===== src/rtl/iox_pkg.sv =====
package iox_pkg;

  typedef enum logic [1:0] {
    ST_IDLE  = 2'd0,
    ST_FETCH = 2'd1,
    ST_WAIT  = 2'd2,
    ST_RESP  = 2'd3
  } iox_state_e;

  localparam logic [11:0] OFS_BASE  = 12'h300;
  localparam logic [11:0] OFS_MASK  = 12'h308;
  localparam logic [11:0] OFS_PURGE = 12'h310;
  localparam logic [11:0] OFS_CFG   = 12'h318;
  localparam logic [11:0] OFS_DIR   = 12'h320;

  // non-linear page-size code: 4K, 8K, 16K, 64K
  function automatic logic [4:0] page_shift(input logic [1:0] code);
    case (code)
      2'd0:    page_shift = 5'd12;
      2'd1:    page_shift = 5'd13;
      2'd2:    page_shift = 5'd14;
      default: page_shift = 5'd16;
    endcase
  endfunction

endpackage


===== src/rtl/iox_regs.sv =====
module iox_regs
  import iox_pkg::*;
#(
  parameter int ADDR_W = 40
) (
  input  logic              clk,
  input  logic              rst_n,
  input  logic              wr_en,
  input  logic [11:0]       addr,
  input  logic [63:0]       wdata,
  output logic [63:0]       rdata,
  output logic              xl_en,
  output logic [ADDR_W-1:0] win_base,
  output logic [ADDR_W-1:0] win_mask,
  output logic [ADDR_W-1:0] dir_base,
  output logic [4:0]        pg_shift,
  output logic              inv_all,
  output logic              purge_go,
  output logic [ADDR_W-1:0] purge_base,
  output logic [5:0]        purge_lg
);

  logic [63:0] base_q, mask_q, purge_q, dir_q;
  logic [1:0]  cfg_q;

  always_ff @(posedge clk or negedge rst_n) begin
    if (!rst_n) begin
      base_q  <= '0;
      mask_q  <= '0;
      purge_q <= '0;
      dir_q   <= '0;
      cfg_q   <= '0;
    end else if (wr_en) begin
      case (addr)
        OFS_BASE:  base_q  <= wdata;
        OFS_MASK:  mask_q  <= wdata;
        OFS_PURGE: purge_q <= wdata;
        OFS_CFG:   cfg_q   <= wdata[1:0];
        OFS_DIR:   dir_q   <= wdata;
        default:   ;
      endcase
    end
  end

  always_comb begin
    case (addr)
      OFS_BASE:  rdata = base_q;
      OFS_MASK:  rdata = mask_q;
      OFS_PURGE: rdata = purge_q;
      OFS_CFG:   rdata = {62'd0, cfg_q};
      OFS_DIR:   rdata = dir_q;
      default:   rdata = '0;
    endcase
  end

  assign xl_en      = base_q[0];
  assign win_base   = {base_q[ADDR_W-1:1], 1'b0};
  assign win_mask   = mask_q[ADDR_W-1:0];
  assign dir_base   = {dir_q[ADDR_W-1:3], 3'b000};
  assign pg_shift   = page_shift(cfg_q);
  assign inv_all    = wr_en && ((addr == OFS_BASE) || (addr == OFS_CFG));
  assign purge_go   = wr_en && (addr == OFS_PURGE);
  assign purge_base = {wdata[ADDR_W-1:6], 6'd0};
  assign purge_lg   = wdata[5:0];

endmodule


===== src/rtl/iox_window.sv =====
module iox_window #(
  parameter int ADDR_W = 40
) (
  input  logic [ADDR_W-1:0] iova,
  input  logic [ADDR_W-1:0] win_base,
  input  logic [ADDR_W-1:0] win_mask,
  input  logic [ADDR_W-1:0] dir_base,
  input  logic [4:0]        pg_shift,
  output logic              in_win,
  output logic [ADDR_W-1:0] page_num,
  output logic [ADDR_W-1:0] dir_addr
);

  logic [ADDR_W-1:0] rel, idx;

  assign in_win   = (iova & win_mask) == win_base;
  assign rel      = iova - win_base;
  assign idx      = rel >> pg_shift;
  assign dir_addr = dir_base + (idx << 3);
  assign page_num = iova >> pg_shift;

endmodule


===== src/rtl/iox_tlb.sv =====
module iox_tlb #(
  parameter int ADDR_W  = 40,
  parameter int ENTRIES = 4,
  parameter int PA_W    = 63
) (
  input  logic              clk,
  input  logic              rst_n,
  input  logic [ADDR_W-1:0] lk_page,
  output logic              lk_hit,
  output logic [PA_W-1:0]   lk_ppage,
  input  logic              fill_en,
  input  logic [ADDR_W-1:0] fill_page,
  input  logic [PA_W-1:0]   fill_ppage,
  input  logic              inv_all,
  input  logic              purge_go,
  input  logic [ADDR_W-1:0] purge_base,
  input  logic [5:0]        purge_lg,
  input  logic [4:0]        pg_shift
);

  localparam int PTR_W = (ENTRIES > 1) ? $clog2(ENTRIES) : 1;

  logic [ENTRIES-1:0] v_q;
  logic [ADDR_W-1:0]  tag_q   [ENTRIES];
  logic [PA_W-1:0]    ppage_q [ENTRIES];
  logic [PTR_W-1:0]   ptr_q;
  logic [ADDR_W-1:0]  cmp_mask;
  logic [ENTRIES-1:0] kill;

  always_comb begin
    lk_hit   = 1'b0;
    lk_ppage = '0;
    for (int e = 0; e < ENTRIES; e++) begin
      if (v_q[e] && (tag_q[e] == lk_page)) begin
        lk_hit   = 1'b1;
        lk_ppage = ppage_q[e];
      end
    end
  end

  // bits compared for overlap: above both the range size and the page size
  always_comb begin
    for (int i = 0; i < ADDR_W; i++)
      cmp_mask[i] = (i >= int'(purge_lg)) && (i >= int'(pg_shift));
  end

  for (genvar e = 0; e < ENTRIES; e++) begin : g_kill
    assign kill[e] = (((tag_q[e] << pg_shift) ^ purge_base) & cmp_mask) == '0;
  end

  always_ff @(posedge clk or negedge rst_n) begin
    if (!rst_n) begin
      v_q   <= '0;
      ptr_q <= '0;
    end else begin
      if (fill_en) begin
        tag_q[ptr_q]   <= fill_page;
        ppage_q[ptr_q] <= fill_ppage;
        v_q[ptr_q]     <= 1'b1;
        ptr_q          <= (ptr_q == PTR_W'(ENTRIES-1)) ? '0 : ptr_q + 1'b1;
      end
      if (inv_all)       v_q <= '0;
      else if (purge_go) v_q <= v_q & ~kill;
    end
  end

endmodule


===== src/rtl/iova_xlate.sv =====
module iova_xlate
  import iox_pkg::*;
#(
  parameter int ADDR_W      = 40,
  parameter int TLB_ENTRIES = 4
) (
  input  logic              clk,
  input  logic              rst_n,
  input  logic              reg_wr_en,
  input  logic [11:0]       reg_addr,
  input  logic [63:0]       reg_wdata,
  output logic [63:0]       reg_rdata,
  input  logic              req_valid,
  output logic              req_ready,
  input  logic [ADDR_W-1:0] req_iova,
  output logic              rsp_valid,
  input  logic              rsp_ready,
  output logic [62:0]       rsp_pa,
  output logic              rsp_hit,
  output logic              rsp_miss,
  output logic              rsp_fault,
  output logic              mem_req_valid,
  input  logic              mem_req_ready,
  output logic [ADDR_W-1:0] mem_req_addr,
  input  logic              mem_rsp_valid,
  input  logic [63:0]       mem_rdata
);

  localparam int PA_W = 63;

  logic              xl_en, inv_all, purge_go, in_win, lk_hit, fill_en;
  logic [ADDR_W-1:0] win_base, win_mask, dir_base, purge_base, page_num, dir_addr, off_cur;
  logic [4:0]        pg_shift;
  logic [5:0]        purge_lg;
  logic [PA_W-1:0]   lk_ppage;

  iox_state_e        state_q;
  logic [ADDR_W-1:0] iova_q, off_q, page_q, addr_q;
  logic              stale_q, hit_q, miss_q, fault_q;
  logic [PA_W-1:0]   pa_q;
  logic              accept, inv_any;

  function automatic logic [PA_W-1:0] pa_join(input logic [PA_W-1:0] pp,
                                              input logic [ADDR_W-1:0] va,
                                              input logic [ADDR_W-1:0] off);
    pa_join = (pp & ~PA_W'(off)) | PA_W'(va & off);
  endfunction

  iox_regs #(.ADDR_W(ADDR_W)) u_regs (
    .clk(clk), .rst_n(rst_n), .wr_en(reg_wr_en), .addr(reg_addr), .wdata(reg_wdata),
    .rdata(reg_rdata), .xl_en(xl_en), .win_base(win_base), .win_mask(win_mask),
    .dir_base(dir_base), .pg_shift(pg_shift), .inv_all(inv_all), .purge_go(purge_go),
    .purge_base(purge_base), .purge_lg(purge_lg)
  );

  iox_window #(.ADDR_W(ADDR_W)) u_win (
    .iova(req_iova), .win_base(win_base), .win_mask(win_mask), .dir_base(dir_base),
    .pg_shift(pg_shift), .in_win(in_win), .page_num(page_num), .dir_addr(dir_addr)
  );

  iox_tlb #(.ADDR_W(ADDR_W), .ENTRIES(TLB_ENTRIES), .PA_W(PA_W)) u_tlb (
    .clk(clk), .rst_n(rst_n), .lk_page(page_num), .lk_hit(lk_hit), .lk_ppage(lk_ppage),
    .fill_en(fill_en), .fill_page(page_q), .fill_ppage(mem_rdata[62:0] & ~PA_W'(off_q)),
    .inv_all(inv_all), .purge_go(purge_go), .purge_base(purge_base),
    .purge_lg(purge_lg), .pg_shift(pg_shift)
  );

  assign off_cur       = ~({ADDR_W{1'b1}} << pg_shift);
  assign req_ready     = (state_q == ST_IDLE) && !reg_wr_en;
  assign accept        = req_valid && req_ready;
  assign inv_any       = inv_all || purge_go;
  assign fill_en       = (state_q == ST_WAIT) && mem_rsp_valid && mem_rdata[63] && !stale_q;
  assign mem_req_valid = (state_q == ST_FETCH);
  assign mem_req_addr  = addr_q;
  assign rsp_valid     = (state_q == ST_RESP);
  assign rsp_pa        = pa_q;
  assign rsp_hit       = hit_q;
  assign rsp_miss      = miss_q;
  assign rsp_fault     = fault_q;

  always_ff @(posedge clk or negedge rst_n) begin
    if (!rst_n) begin
      state_q <= ST_IDLE;
      iova_q  <= '0;
      off_q   <= '0;
      page_q  <= '0;
      addr_q  <= '0;
      stale_q <= 1'b0;
      pa_q    <= '0;
      hit_q   <= 1'b0;
      miss_q  <= 1'b0;
      fault_q <= 1'b0;
    end else begin
      case (state_q)
        ST_IDLE: if (accept) begin
          stale_q <= 1'b0;
          iova_q  <= req_iova;
          off_q   <= off_cur;
          page_q  <= page_num;
          addr_q  <= dir_addr;
          hit_q   <= 1'b0;
          miss_q  <= 1'b0;
          fault_q <= 1'b0;
          pa_q    <= '0;
          if (!xl_en || !in_win) begin
            fault_q <= 1'b1;
            state_q <= ST_RESP;
          end else if (lk_hit) begin
            hit_q   <= 1'b1;
            pa_q    <= pa_join(lk_ppage, req_iova, off_cur);
            state_q <= ST_RESP;
          end else begin
            state_q <= ST_FETCH;
          end
        end
        ST_FETCH: begin
          if (inv_any) stale_q <= 1'b1;
          if (mem_req_ready) state_q <= ST_WAIT;
        end
        ST_WAIT: begin
          if (inv_any) stale_q <= 1'b1;
          if (mem_rsp_valid) begin
            state_q <= ST_RESP;
            if (mem_rdata[63]) begin
              miss_q <= 1'b1;
              pa_q   <= pa_join(mem_rdata[62:0], iova_q, off_q);
            end else begin
              fault_q <= 1'b1;
            end
          end
        end
        ST_RESP: if (rsp_ready) state_q <= ST_IDLE;
        default: state_q <= ST_IDLE;
      endcase
    end
  end

endmodule


===== config.mk =====
export PLATFORM = sky130hd
export DESIGN_NAME = iova_xlate
export DESIGN_NICKNAME = d
export VERILOG_FILES = /design/src/rtl/iox_pkg.sv /design/src/rtl/iox_regs.sv /design/src/rtl/iox_window.sv /design/src/rtl/iox_tlb.sv /design/src/rtl/iova_xlate.sv
export SDC_FILE = /design/constraint.sdc
export NUM_CORES = 2
export LEC_CHECK = 0
export BUFFER_PORTS_ARGS = -buffer_cell sky130_fd_sc_hd__buf_2
export CAP_MARGIN = 15
export CORE_MARGIN = 2
export CORE_UTILIZATION = 65
export DETAILED_ROUTE_END_ITERATION = 8
export HOLD_SLACK_MARGIN = 0.05
export PLACE_DENSITY = 0.85
export SYNTH_ARGS = -nofsm -noshare
export SYNTH_HDL_FRONTEND = slang
export SYNTH_SLANG_ARGS = --single-unit

===== constraint.sdc =====
create_clock -name clk -period 13.4 [get_ports clk]
set_clock_uncertainty 0.15 [all_clocks]
set_input_delay 0.67 -clock clk [delete_from_list [all_inputs] [get_ports clk]]
set_output_delay 0.67 -clock clk [all_outputs]
set_load 0.02 [all_outputs]

### Word level (Yosys, flattened, before mapping)

Memories as Yosys holds them, arrays and structs flattened.
Cells that the tools add are included.

* muxes and demuxes: 44
* equality and inequality tests: 23
* shifts and indexed selects: 7
* bitwise logic cells: 21
* magnitude comparators: 73
* $add $sub $neg: 3
* reductions and logical operators: 71

Operators by type and width (count)
* $mux 63: 9
* $pmux 64 s5: 1
* $and 40x40->40: 7
* $eq 40x40->1: 5
* $logic_not 40->1: 4
* $shl 40x5->40: 4
* $xor 40x40->40: 4
* $and 63x63->63: 2
* $not 40->63: 2
* $or 63x40->63: 2
* $pmux 63 s2: 1
* $ge 5x6->1 const A: 16
* $ge 5x5->1 const A: 15
* $eq 12x10->1 const B: 5
* $ge 4x6->1 const A: 8
* $ge 6x6->1 const A: 8
* $logic_and 1x1->1: 44
* $add 40x40->40: 1
* $ge 4x5->1 const A: 8
* $not 40->40: 1
* $shl 40x5->40 const A: 1
* $shr 40x5->37: 1
* $shr 40x5->40: 1
* $sub 40x40->40: 1
* 32 further kinds: 91

* output and inout port bits: 173
* memories: 2
* register bits after elaboration: 493
* bits in writable memories: 412

Memory list
* u_tlb.ppage_q: depth 4, bits a word 63, rd ports 4, clocked after memory_dff 0, wr ports 1, line iox_tlb.sv:25 `logic [PA_W-1:0] ppage_q [ENTRIES];`
* u_tlb.tag_q: depth 4, bits a word 40, rd ports 4, clocked after memory_dff 0, wr ports 1, line iox_tlb.sv:24 `logic [ADDR_W-1:0] tag_q [ENTRIES];`

### Longest topological paths before layout

* word-level depth: 15
* gate-level depth with buffers: 26
* depth with buffers taken out: 22

### Modules after synthesis

A second synthesis with hierarchy kept.

* cells, all modules: 6064
* area total of the unflattened synthesis: 62602.5 um2

Modules (own cells, without submodules)
* iox_tlb: cells each 2586, area an instance 30105.1 um2, instances 1
* iox_regs: cells each 1036, area an instance 13544.2 um2, instances 1
* iox_window: cells each 1455, area an instance 9669.3 um2, instances 1
* iova_xlate: cells each 987, area an instance 9283.9 um2, instances 1

### Least setup slack after synthesis

Ideal clock, no wire load.

* path type: input-to-reg
* from: input port req_iova[14]
* to: register addr_q[38] (netlist: mem_req_addr[38])
* setup time: 0.126 ns
* stages on the path: 20
* arrival time: 5.407 ns
* path buffers: 0
* required time: 13.124 ns
* setup slack: 7.717 ns
* path through: ha_1 -> a211oi_1 -> o211ai_1 -> a221o_1 -> nor2b_1 -> o31ai_1 -> a21oi_1 -> a311oi_1 -> mux2_2 -> a32oi_1 -> ha_1 -> a21o_1 -> a21oi_1 -> o21a_1 -> o21ai_0 -> or3_1 -> a211o_1 -> a21oi_1 -> o21ai_0 -> a221o_1

* longest elaborated chain between the ends: 3

RTL lines
* start, declared: line iova_xlate.sv:15 `input logic [ADDR_W-1:0] req_iova,`
* $sub 40x40->40: line iox_window.sv:17 `assign rel = iova - win_base;`
* $shr 40x5->37: line iox_window.sv:18 `assign idx = rel >> pg_shift;`
* $add 40x40->40: line iox_window.sv:19 `assign dir_addr = dir_base + (idx << 3);`
* end signal, assigned: line iova_xlate.sv:100 `addr_q <= dir_addr;`
* end, declared: line iova_xlate.sv:38 `logic [ADDR_W-1:0] iova_q, off_q, page_q, addr_q;`

No other way between the ends.
A chain may end at the register's enable or synchronous reset.

### Worst setup path after layout

* from: register u_regs.cfg_q[1]
* to: register pa_q[46] (netlist: rsp_pa[46])

* longest elaborated chain between the ends: 15
* elaborated cells on any way between the ends: 27
* those cells by class: eq/ne (6); shift (1); mux (13); bitwise (2); reduce/logical (5)

RTL lines
* start, declared: line iox_regs.sv:24 `logic [1:0] cfg_q;`
* start signal, assigned: line iox_regs.sv:38 `OFS_CFG: cfg_q <= wdata[1:0];`
* $eq 2x2->1 (tied with other cells): line iox_pkg.sv:18 `case (code)`
* $pmux 5 s3 (*): line iox_pkg.sv:18
* $shr 40x5->40 (*): line iox_window.sv:20 `assign page_num = iova >> pg_shift;`
* $eq 40x40->1: line iox_tlb.sv:34 `if (v_q[e] && (tag_q[e] == lk_page)) begin`
* $logic_and 1x1->1: line iox_tlb.sv:34
* $mux 63 (4 in series): line iox_tlb.sv:34
* $and 63x63->63: line iova_xlate.sv:46 `pa_join = (pp & ~PA_W'(off)) | PA_W'(va & off);`
* $or 63x40->63: line iova_xlate.sv:46
* $mux 63 (*): line iova_xlate.sv:108 `end else if (lk_hit) begin`
* $mux 63 (*): line iova_xlate.sv:105 `if (!xl_en || !in_win) begin`
* $mux 63 (*): line iova_xlate.sv:95 `ST_IDLE: if (accept) begin`
* $pmux 63 s2 (*): line iova_xlate.sv:94 `case (state_q)`
* end signal, assigned: line iova_xlate.sv:110 `pa_q <= pa_join(lk_ppage, req_iova, off_cur);`
* end signal, assigned: line iova_xlate.sv:126 `pa_q <= pa_join(mem_rdata[62:0], iova_q, off_q);`
* end, declared: line iova_xlate.sv:40 `logic [PA_W-1:0] pa_q;`

Every way passes the cells marked *; elsewhere a longest branch is shown, timed or not. The select of a mux whose other input is x is not followed.

==> results.sh <==
export IMPL_syn_area_sq_um=45200
export IMPL_dr_max_layer_used="met5"
export IMPL_yosysSeqAreaShare_pct=48.9
export IMPL_area_growth_pct=11.0
export IMPL_ctsRootBufferMaster="clkbuf_16"
export IMPL_dp_hpwl_mm=106
export IMPL_met3WireLength_mm=17.9
export IMPL_status="finished with violations"
export IMPL_post_cts_buffers=0
export IMPL_wirelength_mm=154
export IMPL_pre_cts_ws_ns=6.82
export IMPL_grt_pass1_wl_mm=224
export IMPL_hp_class="primary input to register"
export IMPL_fin_crit_sh_pct=49.6
export IMPL_initial_core_util_pct=65.9
export IMPL_synth_area_per_cell_sq_um=11.7
export IMPL_slowest_stage="buf_4"
export IMPL_synth_most_common_cell="dfrtp_1"
export IMPL_slew_headroom_pct=21.5
export IMPL_clk_latency_ns=0.67
export IMPL_grt_pass1_vias=34800
export IMPL_slew_viol_final=0
export IMPL_synth_ff_type="dfrtp_1"
export IMPL_cp_required_ns=13.81
export IMPL_synth_top_area_share_pct=24.7
export IMPL_critPathKind="register to register"
export IMPL_antenna_left=0
export IMPL_dr_pass1_iters=9
export IMPL_io_buffers=356
export IMPL_vias=36200
export IMPL_gp_congestion=1.05
export IMPL_crit_buf_inv=4
export IMPL_leakagePower_nw=20.8
export IMPL_coreArea_sq_um=68700
export IMPL_wl_met1_mm=55.4
export IMPL_synth_seq_cells=811
export IMPL_cp_max_fo=66
export IMPL_path_delay_family="buffers and inverters"
export IMPL_yosys_top_cells_count="dfrtp_1 (447), edfxtp_1 (364), nand2_1 (359), mux2_2 (328), xnor2_1 (218)"
export IMPL_drc_errors=9
export IMPL_cp_common_cell="buf_4"
export IMPL_fp_dieW_microns=268
export IMPL_setup_viol=0
export IMPL_ys_warn_count=0
export IMPL_wl_per_cell_microns=30.2
export IMPL_syn_inst=3864
export IMPL_yosysTopAreaCell="dfrtp_1"
export IMPL_rows=96
export IMPL_dieArea_sq_um=71700
export IMPL_pin_count=360
export IMPL_start_kind="register"
export IMPL_drt_iter0_markers=6080
export IMPL_endpoint_kind="register"
export IMPL_vdd_drop_max_mv=0.163
export IMPL_synthDistinctLibCells=95
export IMPL_layout_drive_gt1_share_pct=24.7
export IMPL_cts_tree="yes"
export IMPL_final_hold_viol_count=0
export IMPL_maxCapViolCount=0
export IMPL_async_reset_ff_share_pct=55.1
export IMPL_die_h_microns=268
export IMPL_wl_met2_mm=69.0
export IMPL_overflow=0
export IMPL_min_period_ns=6.65
export IMPL_numCtsBuffers=83
export IMPL_tightest_slew_ns=1.18
export IMPL_nets=4346
export IMPL_pwr_density_cell_nw_per_um2=138
export IMPL_via_per_inst=7.11
export IMPL_fin_ws_ns=6.75
export IMPL_htreeDepth=3
export IMPL_setup_tns_ns=0
export IMPL_groute_usage_overall_pct=42.3
export IMPL_crit_arrival_ns=7.06
export IMPL_rsz0062_at_grt="no"
export IMPL_clk_pin_slew_ns=0.06
export IMPL_cp_slowest_stage_delay_ns=0.77
export IMPL_synth_area_leaders="dfrtp_1 (25%), edfxtp_1 (24%), mux2_2 (8.2%)"
export IMPL_violations="design-rule violations"
export IMPL_clockBufferDepth=3
export IMPL_finalPower_mw=6.93
export IMPL_clock_sinks=811
export IMPL_antenna_found_initial=15
export IMPL_fmax_mhz=150
export IMPL_worstPathCellList="buf_4 > buf_4 > mux2i_1 > xnor2_1 > mux2i_1 > nand4_1 > or4_1 > a2111o_2 > buf_4 > a41oi_2 > nand2_1 > buf_4 > o21ai_1"
export IMPL_synth_edf_count=364
export IMPL_grt_max_degree=82
==> what timing repair did <==
item / in CTS / in global routing
hold endpoints to repair: 50 / 0
resized for setup: 0 / 0
hold buffers: 1 / 0
==> registers in the layout (all words and copies together), names as in the netlist, 2 cells and up <==
signal / flops
iova_q: 28
mem_req_addr: 37
off_q: 9
page_q: 40
rsp_pa: 63
state_q: 2
u_regs.base_q: 64
u_regs.cfg_q: 2
u_regs.dir_q: 64
u_regs.mask_q: 64
u_regs.purge_q: 64
u_tlb.ppage_q: 204
u_tlb.ptr_q: 2
u_tlb.tag_q: 160
u_tlb.v_q: 4
==> area by class of cell <==
| type | instances | area [sq um] |
|---|---|---|
| Multi-Input combinational cell | 2701 | 21600 |
| Inverter | 84 | 315 |
| Clock buffer | 111 | 2300 |
| Sequential cell | 811 | 22100 |
| Timing Repair Buffer | 396 | 2090 |
| Clock inverter | 43 | 612 |
| Antenna cell | 11 | 27.5 |
| Tap cell | 931 | 1160 |
| Fill cell | 4581 | 18500 |
==> placed cells by master, fill, tap and decap left out, types with 34 or more instances in the layout <==
cell | netlist | layout
buf_2 | 37 | 355
clkbuf_16 | 0 | 83
dfrtp_1 | 447 | 445
inv_1 | 83 | 82
edfxtp_1 | 364 | 364
and3_1 | 38 | 34
nor3_1 | 63 | 62
a21oi_1 | 156 | 155
a21o_1 | 34 | 34
mux2_2 | 328 | 328
a222oi_1 | 66 | 66
o22ai_1 | 59 | 59
buf_4 | 14 | 39
or3b_1 | 46 | 46
nand2b_1 | 35 | 35
nor2_1 | 173 | 172
mux2i_1 | 76 | 76
nand3_1 | 54 | 54
a311o_1 | 47 | 47
mux4_2 | 116 | 116
nor2b_1 | 40 | 40
xor2_1 | 105 | 105
ha_1 | 81 | 81
a22oi_1 | 41 | 41
o21ai_0 | 119 | 119
nand2_1 | 359 | 352
xnor2_1 | 218 | 218
o21ai_1 | 46 | 46
==> path summary, 6_finish.rpt <==
kind                                               from                        endpoint  slack (ns)  cells past startpoint
min                                       mem_rdata[38]  u_tlb.ppage_q[2][38]$_DFFE_PP_        0.09                      1
max in group asynchronous                         rst_n          rsp_pa[44]$_DFFE_PN0P_       10.44                      4
min in group asynchronous                         rst_n           off_q[10]$_DFFE_PN0P_        0.42                      2
min reg2reg                mem_req_addr[10]$_DFFE_PN0P_    mem_req_addr[10]$_DFFE_PN0P_        0.33                      2
max                         u_regs.cfg_q[1]$_DFFE_PN0P_          rsp_pa[46]$_DFFE_PN0P_        6.75                     13
max reg2reg                 u_regs.cfg_q[1]$_DFFE_PN0P_          rsp_pa[46]$_DFFE_PN0P_        6.75                     13
==> per-stage QoR <==
step                instances  utilization, %  cell area [sq um]  hold WS [ns]
global placement         4921            68.8              47200         0.306
finish                   5088            73.1              50200        0.0867
CTS                      5076            73.0              50200        0.0691
floorplan                3874               -              45300         0.224
global route             5087            73.1              50200        0.0847
detailed placement       4921            68.8              47200         0.312
==> power by group <==
part	internal, mW	leakage, nW	switching [mW]
clock	1.44	1.42	1.03
combinational	0.448	10.0	0.857
sequential	2.93	9.35	0.239
==> metal layers <==
layer  vias up  global-route usage (%)
met5         -                       0
met3       628                    10.1
met1     17700                    55.2
met2      2809                    64.7
met4         8                    25.7
li1      15000                       -
==> cell families (layout without fill, tap and decap cells) <==
family	after synthesis	after routing	share of synthesized area (%)
flip-flops	811	811	48.9
buffers and inverters	362	634	3.73
AND/OR/NAND/NOR	978	978	10.9
AO/OA/AOI/OAI	777	777	12.0
other	1	22	0.00829
XOR/XNOR	326	326	6.36
adder cells (fa/ha/maj)	82	82	2.28
multiplexers	527	527	15.9
(Power assumes the default switching activity.)
